### src/rtl/mcr_pkg.sv
package mcr_pkg;

    typedef enum logic [1:0] {
        ST_IDLE  = 2'd0,
        ST_WAIT  = 2'd1,
        ST_ACK   = 2'd2,
        ST_ABORT = 2'd3
    } mcr_state_e;

    typedef struct packed {
        mcr_state_e st;
        logic       mr_n;
        logic       end_p;
        logic       abt_p;
        logic       pend;
    } mcr_ctl_t;

endpackage

### src/rtl/mcr_quiet_cnt.sv
module mcr_quiet_cnt #(
    parameter int LIMIT = 2,
    localparam int CW   = $clog2(LIMIT + 1)
) (
    input  logic          clk,
    input  logic          rst_n,
    input  logic          stb,
    input  logic          mx_act,
    output logic [CW-1:0] cnt_now,
    output logic          quiet_now,
    output logic          prev_quiet
);
    localparam logic [CW-1:0] LIM = CW'(LIMIT);

    logic [CW-1:0] cnt_d, cnt_q;

    always_comb begin
        if (mx_act)
            cnt_now = '0;
        else if (cnt_q >= LIM)
            cnt_now = LIM;
        else
            cnt_now = cnt_q + 1'b1;
        quiet_now  = (cnt_now >= LIM);
        prev_quiet = (cnt_q != '0);
        cnt_d      = stb ? cnt_now : cnt_q;
    end

    always_ff @(posedge clk or negedge rst_n) begin
        if (!rst_n)
            cnt_q <= LIM;
        else
            cnt_q <= cnt_d;
    end

    a_r2_cnt_holds: assert property (@(posedge clk) disable iff (!rst_n)
        !stb |=> $stable(cnt_q));

endmodule

### src/rtl/mcr_rx_hold.sv
module mcr_rx_hold #(
    parameter int DW = 8
) (
    input  logic          clk,
    input  logic          rst_n,
    input  logic          load,
    input  logic [DW-1:0] load_data,
    input  logic          ready,
    output logic          valid,
    output logic [DW-1:0] data,
    output logic          blocked
);
    logic          valid_d, valid_q;
    logic [DW-1:0] data_d, data_q;

    always_comb begin
        valid_d = valid_q;
        data_d  = data_q;
        if (valid_q && ready)
            valid_d = 1'b0;
        if (load) begin
            valid_d = 1'b1;
            data_d  = load_data;
        end
    end

    always_ff @(posedge clk or negedge rst_n) begin
        if (!rst_n) begin
            valid_q <= 1'b0;
            data_q  <= '0;
        end else begin
            valid_q <= valid_d;
            data_q  <= data_d;
        end
    end

    assign valid   = valid_q;
    assign data    = data_q;
    assign blocked = valid_q && !ready;

    a_r10_hold_stable: assert property (@(posedge clk) disable iff (!rst_n)
        (valid_q && !ready) |=> (valid_q && $stable(data_q)));

endmodule

### src/rtl/mcr_receiver.sv
module mcr_receiver #(
    parameter int DW         = 8,
    parameter int EOM_FRAMES = 2,
    localparam int CW        = $clog2(EOM_FRAMES + 1)
) (
    input  logic          clk,
    input  logic          rst_n,
    input  logic          frame_stb,
    input  logic          mx_dn_n,
    input  logic [DW-1:0] mon_dn,
    output logic          mr_up_n,
    output logic [DW-1:0] mon_up,
    output logic          rx_valid,
    output logic [DW-1:0] rx_data,
    input  logic          rx_ready,
    input  logic          abort_req,
    output logic          msg_end,
    output logic          msg_abort
);
    import mcr_pkg::*;

    mcr_ctl_t      ctl_d, ctl_q;
    logic [DW-1:0] cand_d, cand_q;
    logic          mx_act;
    logic [CW-1:0] quiet_cnt;
    logic          quiet_now, prev_quiet;
    logic          load, blocked;

    assign mx_act = !mx_dn_n;

    mcr_quiet_cnt #(.LIMIT(EOM_FRAMES)) u_quiet (
        .clk        (clk),
        .rst_n      (rst_n),
        .stb        (frame_stb),
        .mx_act     (mx_act),
        .cnt_now    (quiet_cnt),
        .quiet_now  (quiet_now),
        .prev_quiet (prev_quiet)
    );

    mcr_rx_hold #(.DW(DW)) u_hold (
        .clk       (clk),
        .rst_n     (rst_n),
        .load      (load),
        .load_data (mon_dn),
        .ready     (rx_ready),
        .valid     (rx_valid),
        .data      (rx_data),
        .blocked   (blocked)
    );

    always_comb begin
        ctl_d       = ctl_q;
        ctl_d.end_p = 1'b0;
        ctl_d.abt_p = 1'b0;
        ctl_d.pend  = ctl_q.pend | abort_req;
        cand_d      = cand_q;
        load        = 1'b0;
        if (frame_stb) begin
            ctl_d.pend = 1'b0;
            if (ctl_q.pend || abort_req) begin
                ctl_d.st    = ST_ABORT;
                ctl_d.mr_n  = 1'b1;
                ctl_d.abt_p = 1'b1;
            end else begin
                case (ctl_q.st)
                    ST_IDLE: begin
                        if (mx_act && prev_quiet) begin
                            ctl_d.st = ST_WAIT;
                            cand_d   = mon_dn;
                        end
                    end
                    ST_WAIT: begin
                        if (!mx_act || (mon_dn == cand_q && blocked)) begin
                            ctl_d.st    = ST_ABORT;
                            ctl_d.mr_n  = 1'b1;
                            ctl_d.abt_p = 1'b1;
                        end else if (mon_dn == cand_q) begin
                            load       = 1'b1;
                            ctl_d.st   = ST_ACK;
                            ctl_d.mr_n = 1'b0;
                        end else begin
                            cand_d = mon_dn;
                        end
                    end
                    ST_ACK: begin
                        if (mx_act && prev_quiet) begin
                            ctl_d.st   = ST_WAIT;
                            ctl_d.mr_n = 1'b1;
                            cand_d     = mon_dn;
                        end else if (quiet_now) begin
                            ctl_d.st    = ST_IDLE;
                            ctl_d.mr_n  = 1'b1;
                            ctl_d.end_p = 1'b1;
                        end
                    end
                    default: begin
                        if (quiet_now)
                            ctl_d.st = ST_IDLE;
                    end
                endcase
            end
        end
    end

    always_ff @(posedge clk or negedge rst_n) begin
        if (!rst_n) begin
            ctl_q  <= '{st: ST_IDLE, mr_n: 1'b1, end_p: 1'b0, abt_p: 1'b0, pend: 1'b0};
            cand_q <= '0;
        end else begin
            ctl_q  <= ctl_d;
            cand_q <= cand_d;
        end
    end

    assign mr_up_n   = ctl_q.mr_n;
    assign mon_up    = '1;
    assign msg_end   = ctl_q.end_p;
    assign msg_abort = ctl_q.abt_p;

    a_r2_mr_on_frame: assert property (@(posedge clk) disable iff (!rst_n)
        !$past(frame_stb) |-> $stable(mr_up_n));

    a_r3_no_ack_waiting: assert property (@(posedge clk) disable iff (!rst_n)
        (ctl_q.st == ST_WAIT) |-> mr_up_n);

    a_r4_ack_with_byte: assert property (@(posedge clk) disable iff (!rst_n)
        $rose(rx_valid) |-> !mr_up_n);

    a_r6_end_abort_excl: assert property (@(posedge clk) disable iff (!rst_n)
        !(msg_end && msg_abort));

    a_r7_abort_mr_idle: assert property (@(posedge clk) disable iff (!rst_n)
        msg_abort |-> mr_up_n);

    a_r9_req_served: assert property (@(posedge clk) disable iff (!rst_n)
        (frame_stb && (ctl_q.pend || abort_req)) |=> (msg_abort && !msg_end));

    a_r8_abort_silent: assert property (@(posedge clk) disable iff (!rst_n)
        (ctl_q.st == ST_ABORT) |-> (mr_up_n && !$rose(rx_valid)));

endmodule

### config.mk
export PLATFORM = sky130hd
export DESIGN_NAME = mcr_receiver
export DESIGN_NICKNAME = d
export VERILOG_FILES = /design/src/rtl/mcr_pkg.sv /design/src/rtl/mcr_quiet_cnt.sv /design/src/rtl/mcr_rx_hold.sv /design/src/rtl/mcr_receiver.sv
export SDC_FILE = /design/constraint.sdc
export NUM_CORES = 1
export LEC_CHECK = 0
export BUFFER_PORTS_ARGS = -buffer_cell sky130_fd_sc_hd__buf_2
export CAP_MARGIN = 20
export CORE_ASPECT_RATIO = 0.9
export CORE_MARGIN = 2
export CORE_UTILIZATION = 52
export DETAILED_ROUTE_END_ITERATION = 16
export PLACE_DENSITY = 0.87
export SYNTH_ARGS = -nofsm -noshare
export SYNTH_HDL_FRONTEND = slang
export SYNTH_HIERARCHICAL = 1
export SYNTH_SLANG_ARGS = --single-unit
### constraint.sdc
create_clock -name clk -period 2.75 [get_ports clk]
set_input_delay 0.4125 -clock clk [delete_from_list [all_inputs] [get_ports clk]]
set_output_delay 0.4125 -clock clk [all_outputs]
set_load 0.01 [all_outputs]
* Yosys cells after proc, flatten, opt, wreduce, memory -nomap -nowiden *
Index checks and enable logic that the tools add are counted.

word-level totals
  register bits = 25
  output and inout bits = 20

operators by class
  $add $sub $neg = 1
  magnitude comparators = 2
  eq/ne operators = 9
  mux-type cells = 29
  bitwise logic cells = 2
  reduce and logical (&&, ||, !) cells = 18

operator list
  kind                                                 count
  two-way mux 8 bit                                    3
  one-hot mux 8 bit (2 select lines)                   1
  two-way mux 3 bit                                    5
  two-way mux 1 bit                                    13
  equality test 8 bit                                  1
  two-way mux 2 bit                                    4
  != test 4 bit, second input constant                 2
  one-hot mux 2 bit (3 select lines)                   1
  AND reduction 6 bit                                  1
  nonzero test 2 bit                                   3
  AND reduction 5 bit                                  1
  nonzero test 5 bit                                   1
  >= comparator 2 bit, second input constant           2
  logical AND 1 bit                                    4
  two-way mux 4 bit                                    1
  != test 2 bit, second input constant                 2
  AND reduction 4 bit                                  1
  != test 3 bit, second input constant                 1
  nonzero test 3 bit                                   1
  adder 2 x 1 -> 2 bit, second input constant          1
  equality test 2 x 1 -> 1 bit, second input constant  1
  equality test 2 bit, second input constant           1
  logical NOT 1 bit                                    2
  logical NOT 2 bit                                    1
  6 further kinds                                      7

* Depth between registers and ports, before layout *
Gate-level depths: netlist of the first run.

  word-level depth = 9
  depth in mapped cells = 8

* Cells and area by module *
The synthesis of the first run kept the hierarchy.

modules (own cells, without submodules)
  module         times used  cells each  area an instance (µm²)  sequential area each (µm²)
  mcr_receiver   1           90          918.4                   351.6
  mcr_rx_hold    1           20          369.1                   225.2
  mcr_quiet_cnt  1           12          132.6                   51.3

* Worst setup path after synthesis of the first run *
Ideal clock, no wire load.

  path kind = register -> register
  from = register u_quiet.cnt_q[1]
  to = register cand_q[0]
  arrival = 1.841 ns
  data required time = 2.625 ns
  slack = 0.785 ns
  cell stages (with the launch flop) = 7
  buffers on the path = 1
  clock period less this slack = 1.965 ns
  path through = dfstp_2 -> or2_1 -> buf_6 -> nand2b_1 -> o21a_1 -> a2111oi_4 -> mux2_2

on the way
  cells in the longest elaborated chain, start to end = 4

ends and longest elaborated chain
  element                           line                                    source
  start: declaration                mcr_quiet_cnt.sv:15                     logic [CW-1:0] cnt_d, cnt_q;
  start signal: assignment          mcr_quiet_cnt.sv:33                     cnt_q <= cnt_d;
  nonzero test 2 bit                mcr_quiet_cnt.sv:25                     prev_quiet = (cnt_q != '0);
  named net prev_quiet              mcr_receiver.sv:26                      logic quiet_now, prev_quiet;
  logical AND 1 bit                 mcr_receiver.sv:68, mcr_receiver.sv:87
  != test 2 x 1 -> 1 bit (no line)  --
  AND reduction 6 bit (no line)     --
  end signal: assignment            mcr_receiver.sv:112                     cand_q <= cand_d;
  end: declaration                  mcr_receiver.sv:23                      logic [DW-1:0] cand_d, cand_q;

The timed path passes the listed nets, and every way through them passes these cells.
A chain may end at the register's enable or synchronous reset.

* Worst setup path in the final report of the first run *
  from = register u_quiet.cnt_q[1]
  to = register cand_q[4]

Same word-level chain as after synthesis.

==> impl_metrics.py, run 1 <==
metrics = {
    "timing": {
        "max_freq_ghz": 0.4523,
        "period_needed_ns": 2.211,
        "finalHoldViolations": 0,
        "tns_ns": 0,
        "layout_worst_path_cycle_share_pct": 80.40,
        "drv_slew": 0,
        "relSlewSlack_pct": 55.17,
        "finClkSkew_ns": 0.001271,
        "rsz0062_at_grt": "no",
        "tightest_slew_ns": 0.6725,
        "setup_viol": 0,
    },
    "cts": {
        "htree_levels": 1,
        "cts_sinks": 25,
        "post_cts_resized": 0,
        "cts_tree": "yes",
        "clockBufferDepth": 2,
        "cts-root-buf": "clkbuf_4",
        "numCtsBuffers": 3,
        "clk_latency_ns": 0.32,
        "post_cts.repair.setup_buffers": 0,
        "cts_hold_buf": 0,
        "clk_pin_slew_worst_paths_ns": 0.13,
    },
    "layout": {
        "final_common_cell": "buf_2",
        "fillers": 226,
        "seqCellArea_um2": 628.1,
        "finalInstanceArea_um2": 1540,
        "drive_gt1_share_pct": 37.24,
        "antenna_cells": 0,
        "mostFrequentLayoutCells": "buf_2, dfrtp_1",
        "multi_input_area_um2": 694.4,
        "area_growth_pct": 9.813,
        "nets": 165,
    },
    "drt": {
        "dr_total_vias": 919,
        "ant_nets": 0,
        "routed_wl_um": 2511,
        "dr.pass1.iters": 10,
        "drtIter0Drc": 33,
        "vias_per_cell": 5.312,
        "drc": 2,
        "post_drt_wl_per_cell_um": 14.51,
    },
    "floorplanning": {
        "core.rowCount": 17,
        "ios": 34,
        "die_height_um": 53.27,
        "initial_utilization_pct": 55.88,
        "fp.dieArea_um2": 3129,
        "die_width_um": 58.75,
        "coreArea_um2": 2510,
    },
    "min_path": {
        "worstHoldPathType": "input port to asynchronous set/reset pin",
    },
    "setup_path": {
        "crit_path_max_fanout": 8,
        "arrival_ns": 2.43,
        "start_kind": "flop",
        "critPathCaptureType": "flop",
        "crit_type": "flop to flop",
        "cp.required_ns": 2.97,
    },
    "synth": {
        "syn_inst": 120,
        "syn_avg_cell_area_um2": 11.69,
        "yosys_warnings": 6,
        "netlist_area_um2": 1403,
    },
    "power_and_ir_drop": {
        "ir_drop_uv": 413.5,
        "swShare_pct": 33.72,
        "power.share.clock_pct": 15.6,
        "internal_power_uw": 697.2,
        "cellPowerDensity_nw_per_um2": 682.9,
        "p_comb_share_pct": 35.7,
        "p_sw_uw": 354.7,
        "p_leak_nw": 0.7580,
        "pwr-share-seq_pct": 48.7,
    },
    "grt": {
        "use_met3_pct": 2.689,
        "grt_usage_pct": 17.50,
        "busiest_layer": "met2",
        "grt_pass1_vias": 916,
        "gr-total-overflow": 0,
        "grt_pass1_wl_um": 3995,
        "grt_util_met1_pct": 22.10,
        "grtUsageMet2_pct": 29.44,
        "antenna_found_initial": 0,
        "grt_max_degree": 26,
    },
    "job": {
        "max_cap_viol_count": 0,
    },
    "status": {
        "status": "complete, but fails checks",
        "violations": "DRC",
    },
    "placement": {
        "io_buffers": 25,
        "place_area_um2": 1513,
        "dpl.hpwl_um": 1912,
        "gp_congestion": 0.8407,
    },
}
-- routing by layer --
layer,vias to the layer above,wire (um)
met3,5,123
met4,0,41
met5,-,0
met1,443,1126
met2,27,1220
li1,444,-
-- worst max-delay path, cell delays in order (launching register included) --
cell	delay, ns
dfstp_2	0.55
or2_1	0.18
nand2b_1	0.14
o21a_1	0.17
a2111oi_4	0.66
mux2_2	0.42
-- power groups by stage --
stage                     clock (mW)  sequential [mW]  combinational [mW]
final                          0.164            0.512               0.376
after detailed placement           0            0.521               0.378
after floorplan                    0            0.512               0.305
after global routing           0.187            0.521               0.413
after CTS                      0.173            0.514               0.379
after global placement             0            0.515               0.360
-- stage by stage --
step                hold WS (ns)  utilization [%]  instances  power [mW]  setup WS [ns]
floorplan                 0.1169                -        127      0.8166         0.7950
global placement          0.4219            60.27        169      0.8748         0.5565
detailed placement        0.4337            60.27        169      0.8992         0.5004
CTS                      0.06264            61.37        173       1.066         0.5027
global route             0.07747            61.37        173       1.121         0.4238
finish                   0.05052            61.37        173       1.052         0.5389
-- area by class of cell --
type,instances,share of cell area (%)
Multi-Input combinational cell,84,45.09
Sequential cell,25,40.78
Timing Repair Buffer,26,8.611
Tap cell,28,2.275
Clock buffer,3,1.462
Inverter,6,1.462
Clock inverter,1,0.3249
-- sequential cells by signal, summed over array words and instances (netlist names) --
register and flops:
u_hold/valid 1, ctl_q 3, msg_end 1, u_hold/data 8
cand_q 8, msg_abort 1, mr_up_n 1, u_quiet/cnt_q 2
-- final timing paths --
kind                                        from              to  slack, ns  cells after the start
min in group clk                       mon_dn[0]  u_hold/data[0]       0.35                      2
worst max register to register  u_quiet/cnt_q[1]       cand_q[4]       0.54                      5
max in group asynchronous                  rst_n         mr_up_n       2.33                      1
worst max-delay path            u_quiet/cnt_q[1]       cand_q[4]       0.54                      5
worst min-delay path                       rst_n        ctl_q[5]       0.05                      1
worst min register to register           mr_up_n         mr_up_n       0.48                      2
(Power assumes the default switching activity.)
==> inputs of run 2 (changes only) <==
--- a/config.mk
+++ b/config.mk
@@ -9,9 +9,9 @@
 export CAP_MARGIN = 20
 export CORE_ASPECT_RATIO = 0.9
 export CORE_MARGIN = 2
-export CORE_UTILIZATION = 52
+export CORE_UTILIZATION = 47
 export DETAILED_ROUTE_END_ITERATION = 16
-export PLACE_DENSITY = 0.87
+export PLACE_DENSITY = 0.83
 export SYNTH_ARGS = -nofsm -noshare
 export SYNTH_HDL_FRONTEND = slang
 export SYNTH_HIERARCHICAL = 1
==> constraint.sdc (replaced) <==
create_clock -name clk -period 1.9 [get_ports clk]
set_input_delay 0.285 -clock clk [delete_from_list [all_inputs] [get_ports clk]]
set_output_delay 0.285 -clock clk [all_outputs]
set_load 0.01 [all_outputs]
==> impl_metrics.py, run 2 (synthesized netlist as in run 1, its figures left out) <==
metrics = {
    "power_and_ir_drop": {
        "p_leak_nw": 0.8191,
        "power.share.clock_pct": 14.8,
        "power_mw": 1.639,
        "cellPowerDensity_nw_per_um2": 973.7,
        "internal_power_mw": 1.093,
        "swShare_pct": 33.28,
        "pwr-share-seq_pct": 45.4,
        "ir_drop_uv": 572.4,
        "p_comb_share_pct": 39.8,
        "p_sw_uw": 545.3,
    },
    "placement": {
        "dpl.hpwl_um": 1940,
        "gp_congestion": 0.8163,
        "io_buffers": 25,
    },
    "setup_path": {
        "cp.required_ns": 2.12,
        "critPathSlowestCell": "dfrtp_1",
        "path_common_cell": "buf_4",
        "cp_cell_sequence": "buf_4, buf_4, ha_2, a2111oi_4, buf_6, mux2_2",
        "crit_buf_inv": 3,
        "reg2reg_slack_ns": 0.07,
        "crit_type": "flop to flop",
        "reg2regPathDepth": 6,
        "start_kind": "flop",
        "critPathCaptureType": "flop",
        "crit_path_max_fanout": 8,
        "critPathLaunch": "ctl_q[4]",
        "cp.depth": 6,
        "max_stage_delay_ns": 0.46,
        "rr_endpoint": "cand_q[7]",
        "critical_path.endpoint": "cand_q[7]",
        "r2r-start": "ctl_q[4]",
        "arrival_ns": 2.05,
        "cp_top_family": "buffers and inverters",
    },
    "timing": {
        "finClkSkew_ns": 0.003465,
        "tns_ns": 0,
        "finalHoldViolations": 0,
        "layout_worst_path_cycle_share_pct": 96.57,
        "setup_viol": 0,
        "relSlewSlack_pct": 61.53,
        "tightest_slew_ns": 0.5626,
        "period_needed_ns": 1.835,
        "drv_slew": 0,
        "max_freq_ghz": 0.5450,
    },
    "grt": {
        "grt_max_degree": 26,
        "grt_usage_pct": 15.90,
        "grt_pass1_wl_um": 4236,
        "antenna_found_initial": 0,
        "grt_pass1_vias": 939,
        "gr-total-overflow": 0,
    },
    "floorplanning": {
        "fp.dieArea_um2": 3438,
        "die_width_um": 61.59,
        "core.rowCount": 18,
        "ios": 34,
        "initial_utilization_pct": 50.22,
        "coreArea_um2": 2793,
        "die_height_um": 55.83,
    },
    "layout": {
        "area_growth_pct": 19.98,
        "mostFrequentLayoutCells": "buf_2, dfrtp_1, buf_4",
        "final_common_cell": "buf_2",
        "fillers": 250,
        "antenna_cells": 0,
        "final_util_pct": 60.26,
        "nets": 178,
        "drive_gt1_share_pct": 44.30,
    },
    "drt": {
        "dr_total_vias": 1002,
        "vias_per_cell": 5.061,
        "highest_layer": "met4",
        "ant_nets": 0,
        "drtIter0Drc": 90,
        "drc": 0,
        "post_drt_wl_per_cell_um": 13.55,
        "wl_met1_um": 1194,
        "wl_met3_um": 142,
        "routed_wl_um": 2683,
        "wl_met2_um": 1339,
        "dr.pass1.iters": 4,
    },
    "job": {
        "max_cap_viol_count": 0,
    },
    "cts": {
        "cts_sinks": 25,
        "clk_pin_slew_worst_paths_ns": 0.14,
        "htree_levels": 1,
        "cts_tree": "yes",
        "clockBufferDepth": 2,
        "cts-root-buf": "clkbuf_4",
        "clk_latency_ns": 0.32,
        "numCtsBuffers": 3,
    },
    "min_path": {
        "worstHoldPathType": "input port to flop",
    },
    "status": {
        "status": "completed",
    },
}
-- run 2: changes by cell type in the layout (fill, tap and decap cells not counted), sizes merged --
cell	delta
clkinv	-1
clkbuf	+1
dlygate4sd3	+1
buf	+12
-- run 2: stage by stage --
step,instance area (um^2),hold WS [ns],setup WS (ns),instances
after floorplan,1429,-0.01059,0.02056,127
after global placement,1580,0.2937,0.05350,188
after detailed placement,1580,0.3025,0.01252,188
after CTS,1624,0.2162,0.003042,194
after global routing,1683,0.2111,-0.03417,198
final,1683,0.2244,0.06508,198
-- run 2: final cells by class --
type                       instances  area (um^2)  share of cell area [%]
tap                               40        50.05                   2.974
sequential                        25        628.1                   37.32
clock buffer                       4        26.28                   1.561
multi-input combinational         84        715.7                   42.53
timing repair buffer              39        240.2                   14.28
inverter                           6        22.52                   1.338
-- run 2: metal layers --
metal  vias to the layer above  GRT usage [%]
met1                       484          22.74
met5                         -              0
met3                         2          4.186
li1                        474              -
met4                         0         0.9119
met2                        42          25.41
-- run 2: worst min path at each step --
stage                          from          endpoint  slack [ns]  cells after the start
after floorplan               rst_n         cand_q[0]       -0.01                      0
after global placement        rst_n           msg_end        0.29                      1
final                     mon_dn[0]    u_hold/data[0]        0.22                      2
after detailed placement      rst_n  u_quiet/cnt_q[0]        0.30                      1
after CTS                 mon_dn[0]    u_hold/data[0]        0.22                      2
after global routing      mon_dn[4]    u_hold/data[4]        0.21                      2
-- run 2: repair_timing --
action / in CTS / in global routing
gates resized for setup: 0 / 9
hold buffers: 1 / 0
endpoints found under the setup margin: 4 / 18
buffers inserted: 1 / 4
endpoints found under the hold margin: 23 / 0
pin swaps: 0 / 2
-- run 2: power groups by stage --
stage	logic [mW]	clock network (mW)	registers (mW)
after global placement	0.545	0	0.744
final	0.652	0.242	0.745
after global routing	0.724	0.270	0.758
after floorplan	0.439	0	0.741
after detailed placement	0.566	0	0.757
after CTS	0.582	0.251	0.744
==> inputs of run 3 (changes only) <==
==> constraint.sdc (replaced) <==
create_clock -name clk -period 1.6 [get_ports clk]
set_input_delay 0.24 -clock clk [delete_from_list [all_inputs] [get_ports clk]]
set_output_delay 0.24 -clock clk [all_outputs]
set_load 0.01 [all_outputs]
==> impl_metrics.py, run 3 (synthesized netlist as in run 1, its figures left out) <==
metrics = {
    "drt": {
        "dr_total_vias": 1128,
        "drtIter0Drc": 63,
        "vias_per_cell": 5.013,
        "post_drt_wl_per_cell_um": 14.99,
        "drc": 0,
        "dr.pass1.iters": 4,
        "routed_wl_um": 3372,
        "ant_nets": 0,
    },
    "placement": {
        "io_buffers": 25,
        "gp_congestion": 0.9302,
        "dpl.hpwl_um": 2230,
    },
    "status": {
        "violations": "setup timing",
        "status": "complete, but fails checks",
    },
    "cts": {
        "cts_sinks": 25,
        "clockBufferDepth": 2,
        "numCtsBuffers": 3,
        "htree_levels": 1,
        "clk_latency_ns": 0.31,
        "cts-root-buf": "clkbuf_4",
        "cts_tree": "yes",
        "clk_pin_slew_worst_paths_ns": 0.13,
    },
    "timing": {
        "rsz0062_at_grt": "yes",
        "tns_ns": -3.733,
        "tightest_slew_ns": 0.5655,
        "finalWorstSetupSlack_ns": -0.2266,
        "finClkSkew_ns": 0.001002,
        "whs_ns": 0.1881,
        "max_freq_ghz": 0.5475,
        "layout_worst_path_cycle_share_pct": 114.2,
        "drv_slew": 0,
        "period_needed_ns": 1.827,
        "finalHoldViolations": 0,
        "relSlewSlack_pct": 62.30,
        "setup_viol": 19,
    },
    "layout": {
        "drive_gt1_share_pct": 56.22,
        "final_common_cell": "buf_4",
        "antenna_cells": 0,
        "area_growth_pct": 42.28,
        "mostFrequentLayoutCells": "buf_4, buf_2, dfrtp_1, mux2_4",
        "fillers": 239,
        "nets": 205,
    },
    "grt": {
        "grt_max_degree": 26,
        "grt_pass1_vias": 1206,
        "grt_usage_pct": 21.07,
        "grt_pass1_wl_um": 5423,
        "antenna_found_initial": 0,
        "gr-total-overflow": 0,
    },
    "power_and_ir_drop": {
        "ir_drop_uv": 790.6,
        "p_leak_nw": 0.9940,
        "cellPowerDensity_nw_per_um2": 1188,
    },
    "floorplanning": {
        "core.rowCount": 18,
        "die_height_um": 55.83,
        "fp.dieArea_um2": 3438,
        "initial_utilization_pct": 50.22,
        "die_width_um": 61.59,
        "ios": 34,
        "coreArea_um2": 2793,
    },
    "min_path": {
        "worstHoldPathType": "input port to flop",
    },
    "setup_path": {
        "arrival_ns": 2.04,
        "crit_path_max_fanout": 4,
        "start_kind": "flop",
        "cp.required_ns": 1.81,
        "crit_type": "flop to flop",
        "critPathCaptureType": "flop",
    },
    "job": {
        "max_cap_viol_count": 0,
    },
}
run 3: worst max-delay path, stage by stage, from the launching register on:
cell     delay, ns
dfrtp_1       0.42
xnor2_1       0.15
nand4_1       0.17
buf_4         0.19
nor4_4        0.30
buf_4         0.20
mux2_4        0.30
run 3: worst paths after layout:
kind,slack (ns),to,cells after the start,start
worst max register to register,-0.23,u_hold/data[7],6,cand_q[2]
max in group asynchronous,0.75,ctl_q[4],2,rst_n
min in group asynchronous,0.44,u_quiet/cnt_q[0],2,rst_n
worst min register to register,0.49,mr_up_n,2,mr_up_n
worst min-delay path,0.19,u_quiet/cnt_q[1],2,frame_stb
worst max-delay path,-0.23,u_hold/data[7],6,cand_q[2]
run 3: power by group:
group | switching (mW) | leakage [nW] | internal, mW
logic | 0.488 | 0.664 | 0.710
registers | 0.113 | 0.315 | 0.784
clock network | 0.177 | 0.0150 | 0.0972
run 3: stage by stage:
stage | power, mW | utilization (%) | area [um^2] | cells | worst slack, ns
final | 2.370 | 71.46 | 1996 | 225 | -0.2266
after global routing | 2.530 | 71.46 | 1996 | 225 | -0.3290
after CTS | 2.278 | 69.94 | 1953 | 224 | -0.2403
after detailed placement | 1.731 | 62.54 | 1747 | 207 | -0.2921
after global placement | 1.678 | 62.54 | 1747 | 207 | -0.2321
after floorplan | 1.434 | - | 1470 | 127 | -0.2214
run 3: routing by layer:
metal | vias to the layer above | track usage (%) | share of wire (%)
li1 | 528 | - | -
met1 | 554 | 25.67 | 42
met2 | 40 | 34.89 | 52
met3 | 6 | 3.488 | 4.0
met4 | 0 | 10.33 | 1.7
met5 | - | 0 | 0
run 3: final cells by class:
cell class	count	area (um^2)	share of cell area [%]
multi-input cells	84	807.0	40.44
repair buffers	66	457.9	22.95
inverters	6	25.02	1.254
well taps	40	50.05	2.508
clock buffers	4	26.28	1.317
flip-flops and latches	25	629.4	31.54
run 3: timing repair:
item / CTS / global route
hold endpoints to repair: 23 / 0
cloned: 1 / 0
setup buffers: 11 / 2
pin swaps: 11 / 3
endpoints found under the setup margin: 20 / 21
gates resized for setup: 23 / 7
hold buffers: 1 / 0
